--- src/rtl/dirdma_pkg.sv ---
package dirdma_pkg;

   typedef enum logic [2:0] {
      LS_I     = 3'd0,
      LS_S     = 3'd1,
      LS_O     = 3'd2,
      LS_M     = 3'd3,
      LS_OHOLD = 3'd4,
      LS_MHOLD = 3'd5,
      LS_WDATA = 3'd6
   } line_st_e;

   typedef enum logic [2:0] {
      RQ_GETS  = 3'd0,
      RQ_GETX  = 3'd1,
      RQ_PUTO  = 3'd2,
      RQ_PUTX  = 3'd3,
      RQ_DMARD = 3'd4,
      RQ_DMAWR = 3'd5
   } rq_kind_e;

   localparam logic [1:0] RS_DMA_ACK  = 2'd1;
   localparam logic [1:0] RS_OWN_DATA = 2'd2;

   function automatic logic st_frozen(line_st_e s);
      return (s == LS_OHOLD) || (s == LS_MHOLD) || (s == LS_WDATA);
   endfunction

   function automatic logic kind_is_dma(rq_kind_e k);
      return (k == RQ_DMARD) || (k == RQ_DMAWR);
   endfunction

endpackage

--- src/rtl/dirdma_retry_slot.sv ---
module dirdma_retry_slot
   import dirdma_pkg::*;
#(
   parameter int NODE_W = 2
) (
   input  logic              clk,
   input  logic              rst_n,
   input  logic              load,
   input  rq_kind_e          load_kind,
   input  logic [NODE_W-1:0] load_src,
   input  logic              drain,
   output logic              held,
   output rq_kind_e          held_kind,
   output logic [NODE_W-1:0] held_src
);

   always_ff @(posedge clk) begin
      if (!rst_n) begin
         held      <= 1'b0;
         held_kind <= RQ_GETS;
         held_src  <= '0;
      end else if (load) begin
         held      <= 1'b1;
         held_kind <= load_kind;
         held_src  <= load_src;
      end else if (drain) begin
         held      <= 1'b0;
      end
   end

   // one parked request at a time; a second park would lose ordering
   assert_no_double_park_R6: assert property (@(posedge clk) disable iff (!rst_n)
      load |-> !held);

   // a drain always follows an occupied slot
   assert_drain_only_held_R6: assert property (@(posedge clk) disable iff (!rst_n)
      drain |-> held);

endmodule

--- src/rtl/dirdma_decide.sv ---
module dirdma_decide
   import dirdma_pkg::*;
#(
   parameter int NODES  = 4,
   parameter int NODE_W = 2,
   parameter int CNT_W  = 3
) (
   input  line_st_e          cur_st,
   input  logic [NODE_W-1:0] cur_owner,
   input  logic [NODES-1:0]  cur_shr,
   input  logic              act_vld,
   input  rq_kind_e          act_kind,
   input  logic [NODE_W-1:0] act_src,
   input  logic              rsp_vld,
   input  logic [1:0]        rsp_kind,
   output line_st_e          nx_st,
   output logic [NODE_W-1:0] nx_owner,
   output logic [NODES-1:0]  nx_shr,
   output logic              park,
   output logic              fwd_go,
   output logic              fwd_dir,
   output logic [CNT_W-1:0]  fwd_cnt,
   output logic              inv_go,
   output logic [NODES-1:0]  inv_bits,
   output logic              mem_go,
   output logic              err_go
);

   logic [NODES-1:0] src_bit;
   logic [NODES-1:0] others;
   logic             dma_ack;
   logic             own_data;
   logic             from_owner;

   for (genvar g = 0; g < NODES; g++) begin : g_srcsel
      assign src_bit[g] = (act_src == NODE_W'(g));
   end

   assign others     = cur_shr & ~src_bit;
   assign fwd_cnt    = CNT_W'($countones(cur_shr));
   assign dma_ack    = rsp_vld && (rsp_kind == RS_DMA_ACK);
   assign own_data   = rsp_vld && (rsp_kind == RS_OWN_DATA);
   assign from_owner = (act_src == cur_owner);
   assign inv_go     = |inv_bits;

   always_comb begin
      nx_st    = cur_st;
      nx_owner = cur_owner;
      nx_shr   = cur_shr;
      park     = 1'b0;
      fwd_go   = 1'b0;
      fwd_dir  = 1'b0;
      inv_bits = '0;
      mem_go   = 1'b0;
      err_go   = 1'b0;

      if (dma_ack) begin
         case (cur_st)
            LS_OHOLD: nx_st = LS_O;
            LS_MHOLD: nx_st = LS_M;
            default:  err_go = 1'b1;
         endcase
      end
      if (own_data && (cur_st == LS_WDATA)) begin
         nx_st  = LS_I;
         nx_shr = '0;
      end

      if (act_vld) begin
         if (st_frozen(cur_st)) begin
            park = 1'b1;
         end else begin
            case (cur_st)
               LS_I: begin
                  case (act_kind)
                     RQ_GETS:  begin mem_go = 1'b1; nx_st = LS_S; nx_shr = src_bit; end
                     RQ_GETX:  begin mem_go = 1'b1; nx_st = LS_M; nx_owner = act_src; nx_shr = '0; end
                     RQ_DMARD: mem_go = 1'b1;
                     default:  ;
                  endcase
               end
               LS_S: begin
                  case (act_kind)
                     RQ_GETS:  begin mem_go = 1'b1; nx_shr = cur_shr | src_bit; end
                     RQ_GETX:  begin
                        mem_go = 1'b1; inv_bits = others;
                        nx_st = LS_M; nx_owner = act_src; nx_shr = '0;
                     end
                     RQ_DMARD: mem_go = 1'b1;
                     RQ_DMAWR: begin inv_bits = others; nx_st = LS_I; nx_shr = '0; end
                     default:  ;
                  endcase
               end
               LS_O: begin
                  case (act_kind)
                     RQ_GETS:  begin fwd_go = 1'b1; nx_shr = cur_shr | src_bit; end
                     RQ_GETX:  begin
                        fwd_go = 1'b1; inv_bits = others;
                        nx_st = LS_M; nx_owner = act_src; nx_shr = '0;
                     end
                     RQ_DMARD: begin fwd_go = 1'b1; nx_st = LS_OHOLD; end
                     RQ_DMAWR: begin
                        fwd_go = 1'b1; fwd_dir = 1'b1; inv_bits = others; nx_st = LS_WDATA;
                     end
                     RQ_PUTO, RQ_PUTX: begin
                        if (from_owner) nx_st = (|cur_shr) ? LS_S : LS_I;
                     end
                     default:  ;
                  endcase
               end
               LS_M: begin
                  case (act_kind)
                     RQ_GETS:  begin fwd_go = 1'b1; nx_st = LS_O; nx_shr = src_bit; end
                     RQ_GETX:  begin fwd_go = 1'b1; nx_owner = act_src; end
                     RQ_DMARD: begin fwd_go = 1'b1; nx_st = LS_MHOLD; end
                     RQ_DMAWR: begin
                        fwd_go = 1'b1; fwd_dir = 1'b1; inv_bits = others; nx_st = LS_WDATA;
                     end
                     RQ_PUTO, RQ_PUTX: begin
                        if (from_owner) begin nx_st = LS_I; nx_shr = '0; end
                     end
                     default:  ;
                  endcase
               end
               default: ;
            endcase
         end
      end
   end

endmodule

--- src/rtl/dirdma_line_ctrl.sv ---
module dirdma_line_ctrl
   import dirdma_pkg::*;
#(
   parameter int NODES  = 4,
   parameter int NODE_W = (NODES > 1) ? $clog2(NODES) : 1,
   parameter int CNT_W  = $clog2(NODES + 1)
) (
   input  logic              clk,
   input  logic              rst_n,
   input  logic              req_valid,
   output logic              req_ready,
   input  logic [2:0]        req_kind,
   input  logic [NODE_W-1:0] req_src,
   input  logic              rsp_valid,
   input  logic [1:0]        rsp_kind,
   output logic              fwd_valid,
   output logic [2:0]        fwd_kind,
   output logic [NODE_W-1:0] fwd_requester,
   output logic              fwd_dir_is_req,
   output logic              fwd_agent_dma,
   output logic [NODE_W-1:0] fwd_target,
   output logic [CNT_W-1:0]  fwd_acks,
   output logic              inv_valid,
   output logic [NODES-1:0]  inv_mask,
   output logic [NODE_W-1:0] inv_requester,
   output logic              mem_valid,
   output logic [NODE_W-1:0] mem_requester,
   output logic              ack_err,
   output logic [2:0]        dir_state
);

   if (NODES < 2 || NODES > 64) begin : g_bad_nodes
      $error("dirdma_line_ctrl: NODES must lie in 2..64");
   end
   if (NODE_W < $clog2(NODES)) begin : g_bad_nodew
      $error("dirdma_line_ctrl: NODE_W too narrow for NODES");
   end
   if (CNT_W < $clog2(NODES + 1)) begin : g_bad_cntw
      $error("dirdma_line_ctrl: CNT_W too narrow for sharer count");
   end

   line_st_e          st_q, st_d;
   logic [NODE_W-1:0] owner_q, owner_d;
   logic [NODES-1:0]  shr_q, shr_d;

   logic              held;
   rq_kind_e          held_kind;
   logic [NODE_W-1:0] held_src;

   logic              retry_go, take_in, act_vld;
   rq_kind_e          act_kind;
   logic [NODE_W-1:0] act_src;

   logic              park, fwd_go, fwd_dir, inv_go, mem_go, err_go;
   logic [CNT_W-1:0]  fwd_cnt;
   logic [NODES-1:0]  inv_bits;

   assign retry_go  = held && !st_frozen(st_q);
   assign req_ready = !held;
   assign take_in   = req_valid && !held;
   assign act_vld   = retry_go || take_in;
   assign act_kind  = retry_go ? held_kind : rq_kind_e'(req_kind);
   assign act_src   = retry_go ? held_src : req_src;
   assign dir_state = st_q;

   dirdma_retry_slot #(.NODE_W(NODE_W)) u_slot (
      .clk       (clk),
      .rst_n     (rst_n),
      .load      (park),
      .load_kind (act_kind),
      .load_src  (act_src),
      .drain     (retry_go),
      .held      (held),
      .held_kind (held_kind),
      .held_src  (held_src)
   );

   dirdma_decide #(.NODES(NODES), .NODE_W(NODE_W), .CNT_W(CNT_W)) u_decide (
      .cur_st    (st_q),
      .cur_owner (owner_q),
      .cur_shr   (shr_q),
      .act_vld   (act_vld),
      .act_kind  (act_kind),
      .act_src   (act_src),
      .rsp_vld   (rsp_valid),
      .rsp_kind  (rsp_kind),
      .nx_st     (st_d),
      .nx_owner  (owner_d),
      .nx_shr    (shr_d),
      .park      (park),
      .fwd_go    (fwd_go),
      .fwd_dir   (fwd_dir),
      .fwd_cnt   (fwd_cnt),
      .inv_go    (inv_go),
      .inv_bits  (inv_bits),
      .mem_go    (mem_go),
      .err_go    (err_go)
   );

   always_ff @(posedge clk) begin
      if (!rst_n) begin
         st_q           <= LS_I;
         owner_q        <= '0;
         shr_q          <= '0;
         fwd_valid      <= 1'b0;
         fwd_kind       <= '0;
         fwd_requester  <= '0;
         fwd_dir_is_req <= 1'b0;
         fwd_agent_dma  <= 1'b0;
         fwd_target     <= '0;
         fwd_acks       <= '0;
         inv_valid      <= 1'b0;
         inv_mask       <= '0;
         inv_requester  <= '0;
         mem_valid      <= 1'b0;
         mem_requester  <= '0;
         ack_err        <= 1'b0;
      end else begin
         st_q           <= st_d;
         owner_q        <= owner_d;
         shr_q          <= shr_d;
         fwd_valid      <= fwd_go;
         fwd_kind       <= act_kind;
         fwd_requester  <= act_src;
         fwd_dir_is_req <= fwd_go && fwd_dir;
         fwd_agent_dma  <= fwd_go && kind_is_dma(act_kind);
         fwd_target     <= owner_q;
         fwd_acks       <= fwd_cnt;
         inv_valid      <= inv_go;
         inv_mask       <= inv_bits;
         inv_requester  <= act_src;
         mem_valid      <= mem_go;
         mem_requester  <= act_src;
         ack_err        <= err_go;
      end
   end

   // a frozen line emits nothing in the following cycle
   assert_frozen_silent_R6: assert property (@(posedge clk) disable iff (!rst_n)
      st_frozen(st_q) |=> (!fwd_valid && !inv_valid && !mem_valid));

   // DMA acknowledgement releases each hold state to its stable state
   assert_ohold_release_R5: assert property (@(posedge clk) disable iff (!rst_n)
      (st_q == LS_OHOLD && rsp_valid && rsp_kind == RS_DMA_ACK) |=> (st_q == LS_O));
   assert_mhold_release_R5: assert property (@(posedge clk) disable iff (!rst_n)
      (st_q == LS_MHOLD && rsp_valid && rsp_kind == RS_DMA_ACK) |=> (st_q == LS_M));

   // error pulse only after a stray DMA acknowledgement, state kept
   assert_err_cause_R9: assert property (@(posedge clk) disable iff (!rst_n)
      (rsp_valid && rsp_kind == RS_DMA_ACK && !st_frozen(st_q) && !act_vld)
      |=> (ack_err && st_q == $past(st_q)));

   // forwards only come out of owned or modified lines
   assert_fwd_from_owned_R3: assert property (@(posedge clk) disable iff (!rst_n)
      fwd_valid |-> ($past(st_q) == LS_O || $past(st_q) == LS_M));

   // memory fetches only come out of uncached or shared lines
   assert_mem_from_clean_R2: assert property (@(posedge clk) disable iff (!rst_n)
      mem_valid |-> ($past(st_q) == LS_I || $past(st_q) == LS_S));

   // a DMA read leaving a modified line enters its hold state
   assert_dmard_m_hold_R4: assert property (@(posedge clk) disable iff (!rst_n)
      (act_vld && act_kind == RQ_DMARD && st_q == LS_M) |=> (st_q == LS_MHOLD && fwd_agent_dma));

   // invalidation never targets its own requester
   assert_inv_not_self_R8: assert property (@(posedge clk) disable iff (!rst_n)
      inv_valid |-> !inv_mask[inv_requester]);

endmodule

--- config.mk ---
export PLATFORM = sky130hd
export DESIGN_NAME = dirdma_line_ctrl
export DESIGN_NICKNAME = d
export VERILOG_FILES = /design/src/rtl/dirdma_pkg.sv /design/src/rtl/dirdma_retry_slot.sv /design/src/rtl/dirdma_decide.sv /design/src/rtl/dirdma_line_ctrl.sv
export SDC_FILE = /design/constraint.sdc
export NUM_CORES = 1
export LEC_CHECK = 0
export ABC_AREA = 1
export BUFFER_PORTS_ARGS = -buffer_cell sky130_fd_sc_hd__buf_2
export CAP_MARGIN = 30
export CORE_ASPECT_RATIO = 0.8
export CORE_MARGIN = 5
export CORE_UTILIZATION = 30
export CTS_CLUSTER_DIAMETER = 200
export DETAILED_ROUTE_END_ITERATION = 10
export PLACE_DENSITY = 0.54
export SLEW_MARGIN = 5
export SYNTH_ARGS = -nofsm -noshare
export SYNTH_HDL_FRONTEND = slang
export SYNTH_HIERARCHICAL = 1
export SYNTH_SLANG_ARGS = --single-unit
--- constraint.sdc ---
create_clock -name clk -period 5.05 [get_ports clk]
set_input_delay 1.515 -clock clk [delete_from_list [all_inputs] [get_ports clk]]
set_output_delay 1.515 -clock clk [all_outputs]
set_load 0.05 [all_outputs]
# Word level (Yosys, flattened, before mapping)
# Cells that the tools add are included.
# totals
ff_bits	35
input_bits	11
output_inout_bits	28
# classes
n_addsub	3
n_eq_ne	17
mux	43
bitwise	7
reduce_logical	31
# op_table
cell	count
one-hot mux 4 bit (2 select lines)	5
one-hot mux 3 bit (4 select lines)	3
2-to-1 mux 4 bit	8
2-to-1 mux 3 bit	7
OR reduction 4 bit	5
one-hot mux 3 bit (2 select lines)	3
one-hot mux 4 bit (4 select lines)	1
equality test 3 bit, second input constant	5
2-to-1 mux 1 bit	15
equality test 3 x 2 -> 1 bit, second input constant	4
OR reduction 2 bit	6
logical AND 1 bit	7
equality test 2 bit, second input constant	3
equality test 3 x 1 -> 1 bit, second input constant	2
zero test 3 bit	2
adder 1 x 1 -> 2 bit	2
bitwise AND 4 bit	1
equality test 2 x 1 -> 1 bit, second input constant	2
logical OR 1 bit	4
inverter 1 bit	4
inverter 4 bit	1
OR 4 bit	1
AND reduction 4 bit	1
adder 3 bit	1
other kinds (7)	8

# Logic depth before layout (Yosys ltp)
# Gate-level depths: netlist (run 1).
# logic_depth
ltp_word	14
depth_mapped	18
mapped_depth_nobuf	18

# Modules after synthesis
# The synthesis (run 1) kept the hierarchy.
# modules_own_cells
module	n_inst	cells_per_inst	area_per_inst_um2	seq_area_each_um2
dirdma_line_ctrl	1	116	955.9	580.6
dirdma_decide	1	177	839.6	0.0
dirdma_retry_slot	1	26	206.4	120.1

# Worst setup path before layout (run 1)
# Ideal clock, no wire load.
# synth_timing
path_type	input to register
start	in req_src[0]
end	reg shr_q[1]
setup_time_ns	0.109
t_arrival_ns	2.503
t_required_ns	4.941
path_slack_ns	2.438
stages	16
cell_sequence	inv_1 > nand2_1 > o21ai_1 > inv_1 > inv_1 > nand2_1 > nand2_1 > nand2_1 > nand2_1 > nand2_1 > nand2_1 > nand4_1 > nand2_1 > nand2_1 > nand2_1 > inv_1
# synth_via
elab_chain_len	7
word_cells_on_any_way	12
# synth_rtl
element	line_no	text
start: declaration	dirdma_line_ctrl.sv:13	input logic [NODE_W-1:0] req_src,
2-to-1 mux 2 bit (*)	dirdma_line_ctrl.sv:63	assign act_src = retry_go ? held_src : req_src;
via act_src[0]	dirdma_line_ctrl.sv:52	logic [NODE_W-1:0] act_src;
equality test 2 bit or equality test 2 x 1 -> 1 bit (tied branches)	dirdma_decide.sv:43, dirdma_decide.sv:36	
2-to-1 mux 4 bit or OR 4 bit (tied branches)	dirdma_decide.sv:120, dirdma_decide.sv:84, dirdma_decide.sv:96	
one-hot mux 4 bit (2 select lines) (on tied branches)	dirdma_decide.sv:112, dirdma_decide.sv:83, dirdma_decide.sv:95	
one-hot mux 4 bit (4 select lines) (*)	dirdma_decide.sv:73	case (cur_st)
2-to-1 mux 4 bit (*)	dirdma_decide.sv:70	if (st_frozen(cur_st)) begin
2-to-1 mux 4 bit (*)	dirdma_decide.sv:69	if (act_vld) begin
via shr_d[1]	dirdma_line_ctrl.sv:44	logic [NODES-1:0] shr_q, shr_d;
end signal: assignment	dirdma_line_ctrl.sv:121	shr_q <= shr_d;
end: declaration	dirdma_line_ctrl.sv:44	
# The timed path passes the listed nets; every way through them passes the cells marked *.
# A chain may end at the register's enable or synchronous reset.

# Final worst setup path (run 1)
# layout_timing
start	in req_valid
end	reg mem_valid
# layout_via
elab_chain_len	4
# layout_rtl
element	line_no	text
start: declaration	dirdma_line_ctrl.sv:10	input logic req_valid,
logical AND 1 bit	dirdma_line_ctrl.sv:60	assign take_in = req_valid && !held;
logical OR 1 bit	dirdma_line_ctrl.sv:61	assign act_vld = retry_go || take_in;
via act_vld	dirdma_line_ctrl.sv:50	logic retry_go, take_in, act_vld;
inverter 1 bit (no line)	--	
OR reduction 4 bit (no line)	--	
end signal: assignment	dirdma_line_ctrl.sv:132	mem_valid <= mem_go;
end: declaration	dirdma_line_ctrl.sv:26	output logic mem_valid,
# The timed path passes the listed nets, and every way through them passes these cells.

==> results of run 1 <==
-- sequential cells by signal, indices dropped and copies added (netlist names) --
signal / cells
ack_err: 1
dir_state: 3
fwd_acks: 3
fwd_agent_dma: 1
fwd_dir_is_req: 1
fwd_kind: 3
fwd_target: 2
fwd_valid: 1
inv_mask: 4
inv_valid: 1
mem_requester: 2
mem_valid: 1
owner_q: 2
shr_q: 4
u_slot/held: 1
u_slot/held_kind: 3
u_slot/held_src: 2
-- worst paths after layout --
check | from | to | slack (ns)
worst max-delay path | req_valid | mem_valid | 2.06
worst min register to register | owner_q[1] | fwd_target[1] | 0.48
worst min-delay path | owner_q[1] | fwd_target[1] | 0.48
worst max register to register | dir_state[1] | mem_valid | 2.47
-- logic make-up after synthesis --
| group | Yosys count | synth area share [%] |
|---|---|---|
| AO/OA/AOI/OAI | 30 | 9.31 |
| buffers and inverters | 80 | 16.1 |
| adder cells (fa/ha/maj) | 4 | 2.88 |
| flip-flops | 35 | 35.0 |
| AND/OR/NAND/NOR | 170 | 36.8 |
-- per-stage QoR --
step | instance area (um2) | hold slack (ns) | instances
floorplan | 2000 | 0.433 | 319
detailed placement | 2250 | 0.464 | 434
CTS | 2360 | 0.477 | 442
global placement | 2250 | 0.458 | 434
finish | 2360 | 0.476 | 442
global route | 2360 | 0.507 | 442
-- worst max-delay path, delay by kind of cell --
kind,cells,cell delay (ns)
compound gates,1,0.26
buf+inv,3,0.17
simple gates,5,1.28
-- layout make-up --
type                            count  area share, %
Clock buffer                        5           2.91
Clock inverter                      3           1.85
Inverter                           73           11.6
Multi-Input combinational cell    204           41.5
Sequential cell                    35           29.7
Tap cell                           84           4.45
Timing Repair Buffer               38           8.05
-- routing by layer --
layer	vias up	GRT usage, %	share of wire [%]
met3	8	2.76	6.8
met5	-	0	0
met1	839	17.4	51
met4	0	5.31	1.8
li1	1033	-	-
met2	55	17.7	41
-- power groups by stage --
stage | logic [mW] | registers (mW) | clock network (mW)
finish | 0.143 | 0.293 | 0.254
global route | 0.162 | 0.295 | 0.278
CTS | 0.144 | 0.294 | 0.263
detailed placement | 0.143 | 0.300 | 0
global placement | 0.144 | 0.300 | 0
floorplan | 0.0926 | 0.320 | 0
-- layout by cell type (no fill, tap or decap), types with 5 or more instances in the layout --
cell type | Yosys | final
a21oi_1 | 8 | 8
buf_2 | 2 | 38
clkbuf_8 | 0 | 5
dfxtp_1 | 35 | 35
inv_1 | 64 | 64
inv_2 | 9 | 9
nand2_1 | 86 | 86
nand2_2 | 8 | 8
nand3_1 | 18 | 18
nand4_1 | 5 | 5
nor2_1 | 42 | 42
o21ai_0 | 9 | 9
o21ai_1 | 7 | 7
==> results.txt, run 1 <==
- Of the total power, combinational logic draws 20.8%.
* Worst skew pair latency: 0.29 ns
- The run finished with clean final reports.
- Number of clock sinks seen by CTS: 35
- Along the worst hold path, the cell count comes to 2.
- Based on the critical path, the design can be clocked at up to 0.334 GHz.
- After synthesis, the share of flip-flops with an asynchronous set or reset is 0%.
- Pin count of the biggest net entering global routing: 30
- Number of max-slew violations in the final report: 0
- Across the routed clock network, the largest skew measured is 0.00456 ns.
- The worst setup path is captured at a register.
- The commonest cells after synthesis are nand2_1 (86), inv_1 (64), nor2_1 (42).
- Buffers inserted during post-CTS setup optimization: 0
- Fraction of layout instances using a drive strength above 1: 21.2%
* CTS tree: done
- Standby leakage power: 1.42 nW
- In this design, the stage delay of the slowest critical-path cell is 0.64 ns.
- Wires add up to 4680 um.
* Average cell area after synthesis: 6.28 um2
* Clock-pin transition on the worst setup and hold timing paths: 0.07 ns
* Cell area after synthesis: 2000 um2
- VDD sags by at most 109 uV.
- Area used by sequential logic in the layout: 701 um2
* Total die area: 8420 um2
- Number of CTS-inserted buffers: 5
* Wire length of the first global-routing pass: 8380 um
* Required time at the endpoint of the critical path: 5.29 ns
- The number of hold violations in the final report came to 0.
* Hold/Removal Path Class: register to register
* Number of port buffers: 38
- Once detailed placement completed, the half-perimeter wirelength came to 3590 um.
- Post-synth EDFFs: 0
- Aggregate global-route resource usage: 12.3%
* Buffers from clock root to sink, at most: 2
- The worst setup path is launched from a primary input.
* Net Sw Power: 0.220 mW
* Worst Tran Pin Value: 0.852 ns
* Fill cell instance count of the final layout: 728
* Max-capacitance violation count: 0
- Across all layers, the routed design uses 1935 vias.
- Along the worst path, the maximum fanout reaches 12.
* Layout area overhead: 18.0%
- Routability congestion estimate: 0.849
- The slowest stage of the critical path is the nor2_1 cell.
- Master cell of the clock root buffer: clkbuf_8
- Via count of the first global-routing pass: 1808
- # nets final: 372
- For the worst setup path, the data arrival time is 3.24 ns.
- Counting flops and latches in the post-synthesis netlist gives 35.
- The cell count after synthesis came out at 319.
- Once layout is complete, the utilization of the core stands at 36.7%.
* Power consumption: 0.690 mW
- Setup slack on the critical path of the routed design comes to 2.06 ns.
- The biggest area contributor in the post-synthesis netlist is dfxtp_1.
- Netlist cell types: 26
* Cell with the most instances after synthesis: nand2_1
* Synth warnings: 6
* RSZ-0062 raised after global routing: no
* Drt first pass iters: 4
* CTS resizes: 0
- Prior to clock tree synthesis, the placed netlist has a worst setup slack of 1.78 ns.
- The worst path needs 2.99 ns of the cycle, external delays included.
- Y dimension of the die: 83.1 um
- The critical path is of the primary input to register type.
- Number of core rows: 26
* Drt initial violations: 114
- Cell Int Power: 0.470 mW
* Average wire length per cell after detail routing: 10.6 um
- The worst pin sits at a relative slew slack of 43.0%.
- Sequential Power Share: 42.5%
- Number of hold-repair buffers added at the cts stage: 0
- The critical path goes through buf_2 > nand2_1 > nand2_1 > inv_2 > nor2_1 > nand3_1 > a21oi_1 > nand2_1 > inv_1.
* Post-Synthesis Net Count: 334
* Total area of multi-input combinational cells: 980 um2
- For this configuration, the core starts out at a cell density of 31.1%.
- 39 I/O pins were placed.
- The share of the Yosys chip area taken by registers is 35.0%.
- From left edge to right edge, the die measures 101 um.
- Drt via density: 4.38
- For this run, the leading register cell type out of synthesis is dfxtp_1.
* Setup-violating endpoint count in the final report: 0
* Overflow after GRT: 0
- The number of antenna diodes in the final layout is 0.
* Power density over the cells: 292 nW/um2
- In this run the remaining antenna-violating nets after routing total 0.
* Number of antenna violations at the first check in global routing: 0
- Share of total power consumed by net switching: 31.9%
- Remaining routing DRC violations: 0
* Top-area cell type share of the netlist area: 35.0%
- Total negative setup slack: 0 ns
* Final period util: 59.3%
- Reg2reg path depth: 10
- The most numerous cell type found on the critical path is nand2_1.
- In this run the standard cell core region covers 6440 um2.
- H-Tree Level Count: 2
* Clk pwr share: 36.8%
* Area contributors post-synth: dfxtp_1 (35%), nand2_1 (16%), inv_1 (12%), nor2_1 (7.9%), nand3_1 (4.5%)
(Power assumes the default switching activity.)
==> run 2: changes to the inputs <==
--- a/config.mk
+++ b/config.mk
@@ -5,7 +5,7 @@
 export SDC_FILE = /design/constraint.sdc
 export NUM_CORES = 1
 export LEC_CHECK = 0
-export ABC_AREA = 1
+export ABC_AREA = 0
 export BUFFER_PORTS_ARGS = -buffer_cell sky130_fd_sc_hd__buf_2
 export CAP_MARGIN = 30
 export CORE_ASPECT_RATIO = 0.8
==> constraint.sdc (replaced) <==
create_clock -name clk -period 3.03 [get_ports clk]
set_input_delay 0.909 -clock clk [delete_from_list [all_inputs] [get_ports clk]]
set_output_delay 0.909 -clock clk [all_outputs]
set_load 0.05 [all_outputs]
==> results.txt, run 2 <==
* Post-DRT Antenna Nets: 0 (unchanged)
- The clock latency of the later-clocked register in the worst-skew pair was 0.28 ns (was 0.29 ns).
* Drt first pass iters: 4 (unchanged)
- Result of the run: finished clean (unchanged)
- Fraction of layout instances using a drive strength above 1: 27.9% (was 21.2%)
* Total die area: 8380 um2 (was 8420 um2)
* Post-detail-place hpwl: 3270 um (was 3590 um)
- The startpoint type of the worst setup path was a register (was primary input).
- Y dimension of the die: 82.9 um (was 83.1 um)
- The number of global-route vias before repair came to 1510 (was 1808).
- The number of CTS-inserted buffers is 5 (unchanged).
* Maximum clock rate: 0.405 GHz
- Primary FF master, synth: dfxtp_1 (unchanged)
- The total I/O pin count came to 39 (unchanged).
* Pin count of the biggest net entering global routing: 41 (was 30)
* Final period util: 81.5%
* Master cell of the clock root buffer: clkbuf_8 (unchanged)
- Portion of the post-synthesis area used by sequential elements: 35.2% (was 35.0%)
* Number of hold-slack violations in the final timing report: 0 (unchanged)
- The area after detailed placement came to 2170 um2 (was 2250 um2).
- The routed wire length per instance came to 13.8 um (was 10.6 um).
- The final design instance area without fill was 2280 um2 (was 2360 um2).
- The all-layer global routing usage came to 11.3% (was 12.3%).
* Multiplexer area fraction after synthesis: 9.68% (was 0%)
- The number of levels the H-tree was split into came to 2 (unchanged).
* Number of antenna violations at the first check in global routing: 0 (unchanged)
- The number of port buffers is 38 (unchanged).
* Initial core utilization: 31.1% (about the same)
- The maximum root-to-sink buffer count was 2 (unchanged).
* Total negative setup slack: 0 ns (unchanged)
- Largest registers: inv_mask (4), shr_q (4) (unchanged).
- The endpoint required time on the critical path came to 3.21 ns (was 5.29 ns).
- The capture point of the worst reg-to-reg path was dir_state[0] (was mem_valid).
* Drt initial violations: 152 (was 114)
- Cell area after synthesis: 1990 um2 (was 2000 um2)
- Hold path cells: 2 (unchanged)
- The number of rows in the core area is 26 (unchanged).
- Worst path arrival time: 2.65 ns (was 3.24 ns)
- The worst hold path endpoint is mem_requester[1] (was fwd_target[1]).
- Setup-violating endpoint count in the final report: 0 (unchanged)
* CTS tree: done (unchanged)
- The worst min-delay path startpoint is u_slot/held_src[1] (was owner_q[1]).
- The compound-gate portion of the synthesized area is 11.6% (was 9.31%).
* Synthesized netlist cell count: 214 (was 319)
* Overflow after GRT: 0 (unchanged)
- Area leader, netlist: dfxtp_1 (unchanged)
- The synthesized area per cell came to 9.30 um2 (was 6.28 um2).
* Number of hold-repair buffers added at the cts stage: 0 (unchanged)
- Top cells by count, synth: dfxtp_1 (35), and2_1 (22), nand2_1 (20) (was nand2_1 (86), inv_1 (64), nor2_1 (42)).
- The path type of the worst min-delay path was register to register (unchanged).
* Reg2reg start: dir_state[2] (was dir_state[1])
* Register-to-Register Setup Slack: 0.56 ns (was 2.47 ns)
* Die boundary width: 101 um (about the same)
- Wire length of the first global-routing pass: 7690 um (was 8380 um)
* Most common library cell in the layout ignoring fill and taps: buf_2 (was nand2_1)
* Routability congestion estimate: 0.877 (was 0.849)
- The maximum resistive drop on vdd came to 219 uV (was 109 uV).
- The worst slew margin relative to its limit came to 61.3% (was 43.0%).
- The number of buffers inserted by post-CTS setup repair was 0 (unchanged).
* Setup crit end kind: register (unchanged)
- Area contributors post-synth: dfxtp_1 (35%), and2_1 (6.9%), mux2i_1 (5.5%), nand2_1 (3.8%), mux2_2 (3.4%) (was dfxtp_1 (35%), nand2_1 (16%), inv_1 (12%), nor2_1 (7.9%), nand3_1 (4.5%)).
* Power consumption: 1.12 mW (was 0.690 mW)
* Number of clock sinks seen by CTS: 35 (unchanged)
* Netlist cell types: 55 (was 26)
- The clock period could shrink to 2.47 ns.
- Post-synth EDFFs: 0 (unchanged)
- Layout area overhead: 14.3% (was 18.0%)
- The leakage dissipation is 0.966 nW (was 1.42 nW).
* Share of synthesized cell area in and, or, nand and nor gates: 30.1% (was 36.8%)
* Cell with the most instances after synthesis: dfxtp_1 (was nand2_1)
- The top cell type's share of synthesized area came to 35.2% (was 35.0%).
* Total number of vias: 1620 (was 1935)
* Total wirelength of the detailed-routed design: 4580 um (was 4680 um)
- RSZ-0062 raised after global routing: no (unchanged).
* # nets final: 262 (was 372)
- Clock skew: 0.00275 ns (was 0.00456 ns)
- The proportion of register bits with asynchronous set or reset after synthesis came to 0% (unchanged).
- The maximum fanout along the worst path was 13 (was 12).
* Max-capacitance violation count: 0 (unchanged)
- The XOR/XNOR share of the synthesized area came to 1.32% (was 0%).
- The number of nets in the synthesized netlist came to 229 (was 334).
- CTS resizes: 0 (unchanged)
- The largest family of logic cells by synthesized area was simple AND/OR/NAND/NOR gates (unchanged).
- The clock-pin slew reported for the worst setup and hold paths after clock tree synthesis is 0.07 ns (about the same).
- The number of remaining DRC errors came to 0 (unchanged).
- The power density over the cells is 491 nW/um2 (was 292 nW/um2).
* Category of the critical setup timing path: register to register (was primary input to register)
- The worst-case reg-to-reg path depth is 8 (was 10).
- The flop and latch count out of synthesis was 35 (unchanged).
- Synth warnings: 6 (unchanged)
- The transition time of the tightest slew-check pin was 0.581 ns (was 0.852 ns).
* Number of max-slew violations in the final report: 0 (unchanged)
- Area of the core: 6410 um2 (was 6440 um2)
- Commonest cells after routing, fill and taps aside: buf_2 (38), dfxtp_1 (35), and2_1 (22) (was nand2_1 (86), inv_1 (64), nor2_1 (42))
- The per-cell via count in the routed design is 4.89 (was 4.38).
* Synth Area in Adders: 2.89% (was 2.88%)
- Count of antenna diodes in the layout: 0 (unchanged)
[run 2: cell types whose count changed after synthesis, moves of 6 or more]
cell,previous run,this run
nand3_1,18,2
inv_1,64,10
nand2_2,8,0
and2_1,0,22
inv_2,9,0
nand2_1,86,20
nor2_1,42,11
and3_1,0,6
nor2b_1,0,7
mux2_2,0,6
mux2i_1,0,11
o21ai_1,7,0
[run 2: final cells by class]
type                       instances  area (um2)
timing repair buffer              41         213
clock buffer                       6        72.6
tap                               84         105
inverter                          11        48.8
fill                             671        4130
clock inverter                     1        30.0
sequential                        35         701
multi-input combinational        153        1110
[run 2: worst max-delay path by stage]
stage | startpoint | to | slack (ns) | cells after the start
after global routing | dir_state[2] | inv_valid | 0.37 | 8
after detailed placement | req_kind[1] | shr_q[2] | 0.32 | 7
final | dir_state[2] | dir_state[0] | 0.56 | 8
after global placement | req_kind[0] | dir_state[0] | 0.33 | 7
after CTS | dir_state[2] | shr_q[2] | 0.57 | 8
after floorplan | dir_state[2] | dir_state[0] | 0.36 | 9
[run 2: metrics by stage]
stage / utilization, % / std cells / setup slack [ns] / hold slack, ns
after floorplan: - / 214 / 0.357 / 0.448
after global placement: 33.9 / 324 / 0.334 / 0.466
after detailed placement: 33.9 / 324 / 0.324 / 0.466
after CTS: 35.5 / 331 / 0.573 / 0.480
after global routing: 35.5 / 331 / 0.365 / 0.499
final: 35.5 / 331 / 0.561 / 0.477
[run 2: cells by family after synthesis]
family                     after synthesis
AOI/OAI and AO/OA                       28
xor gates and xnor gates                 3
adders and majority gates                4
buffers and inverters                   26
DFF                                     35
muxes                                   18
and+or+nand+nor                        100
[run 2: where the power goes]
part	internal, mW	switching [mW]	total [mW]
clock network	0.241	0.165	0.406
logic	0.0748	0.154	0.228
registers	0.474	0.00818	0.482
[run 2: critical path: stages, from the launching register on]
cell and delay [ns]:
dfxtp_1 0.33, a21bo_4 0.25, nand2_8 0.11, mux2_2 0.46, and2b_2 0.26, or4_1 0.40, o221ai_1 0.23, o311ai_1 0.14
and2_1 0.17
[run 2: metal layers]
metal / vias up / track usage [%] / share of wire [%]
met5: - / 0 / 0
met4: 0 / 2.90 / 0.74
met3: 2 / 3.18 / 7.6
met2: 61 / 14.7 / 40
met1: 747 / 17.8 / 52
li1: 810 / - / -
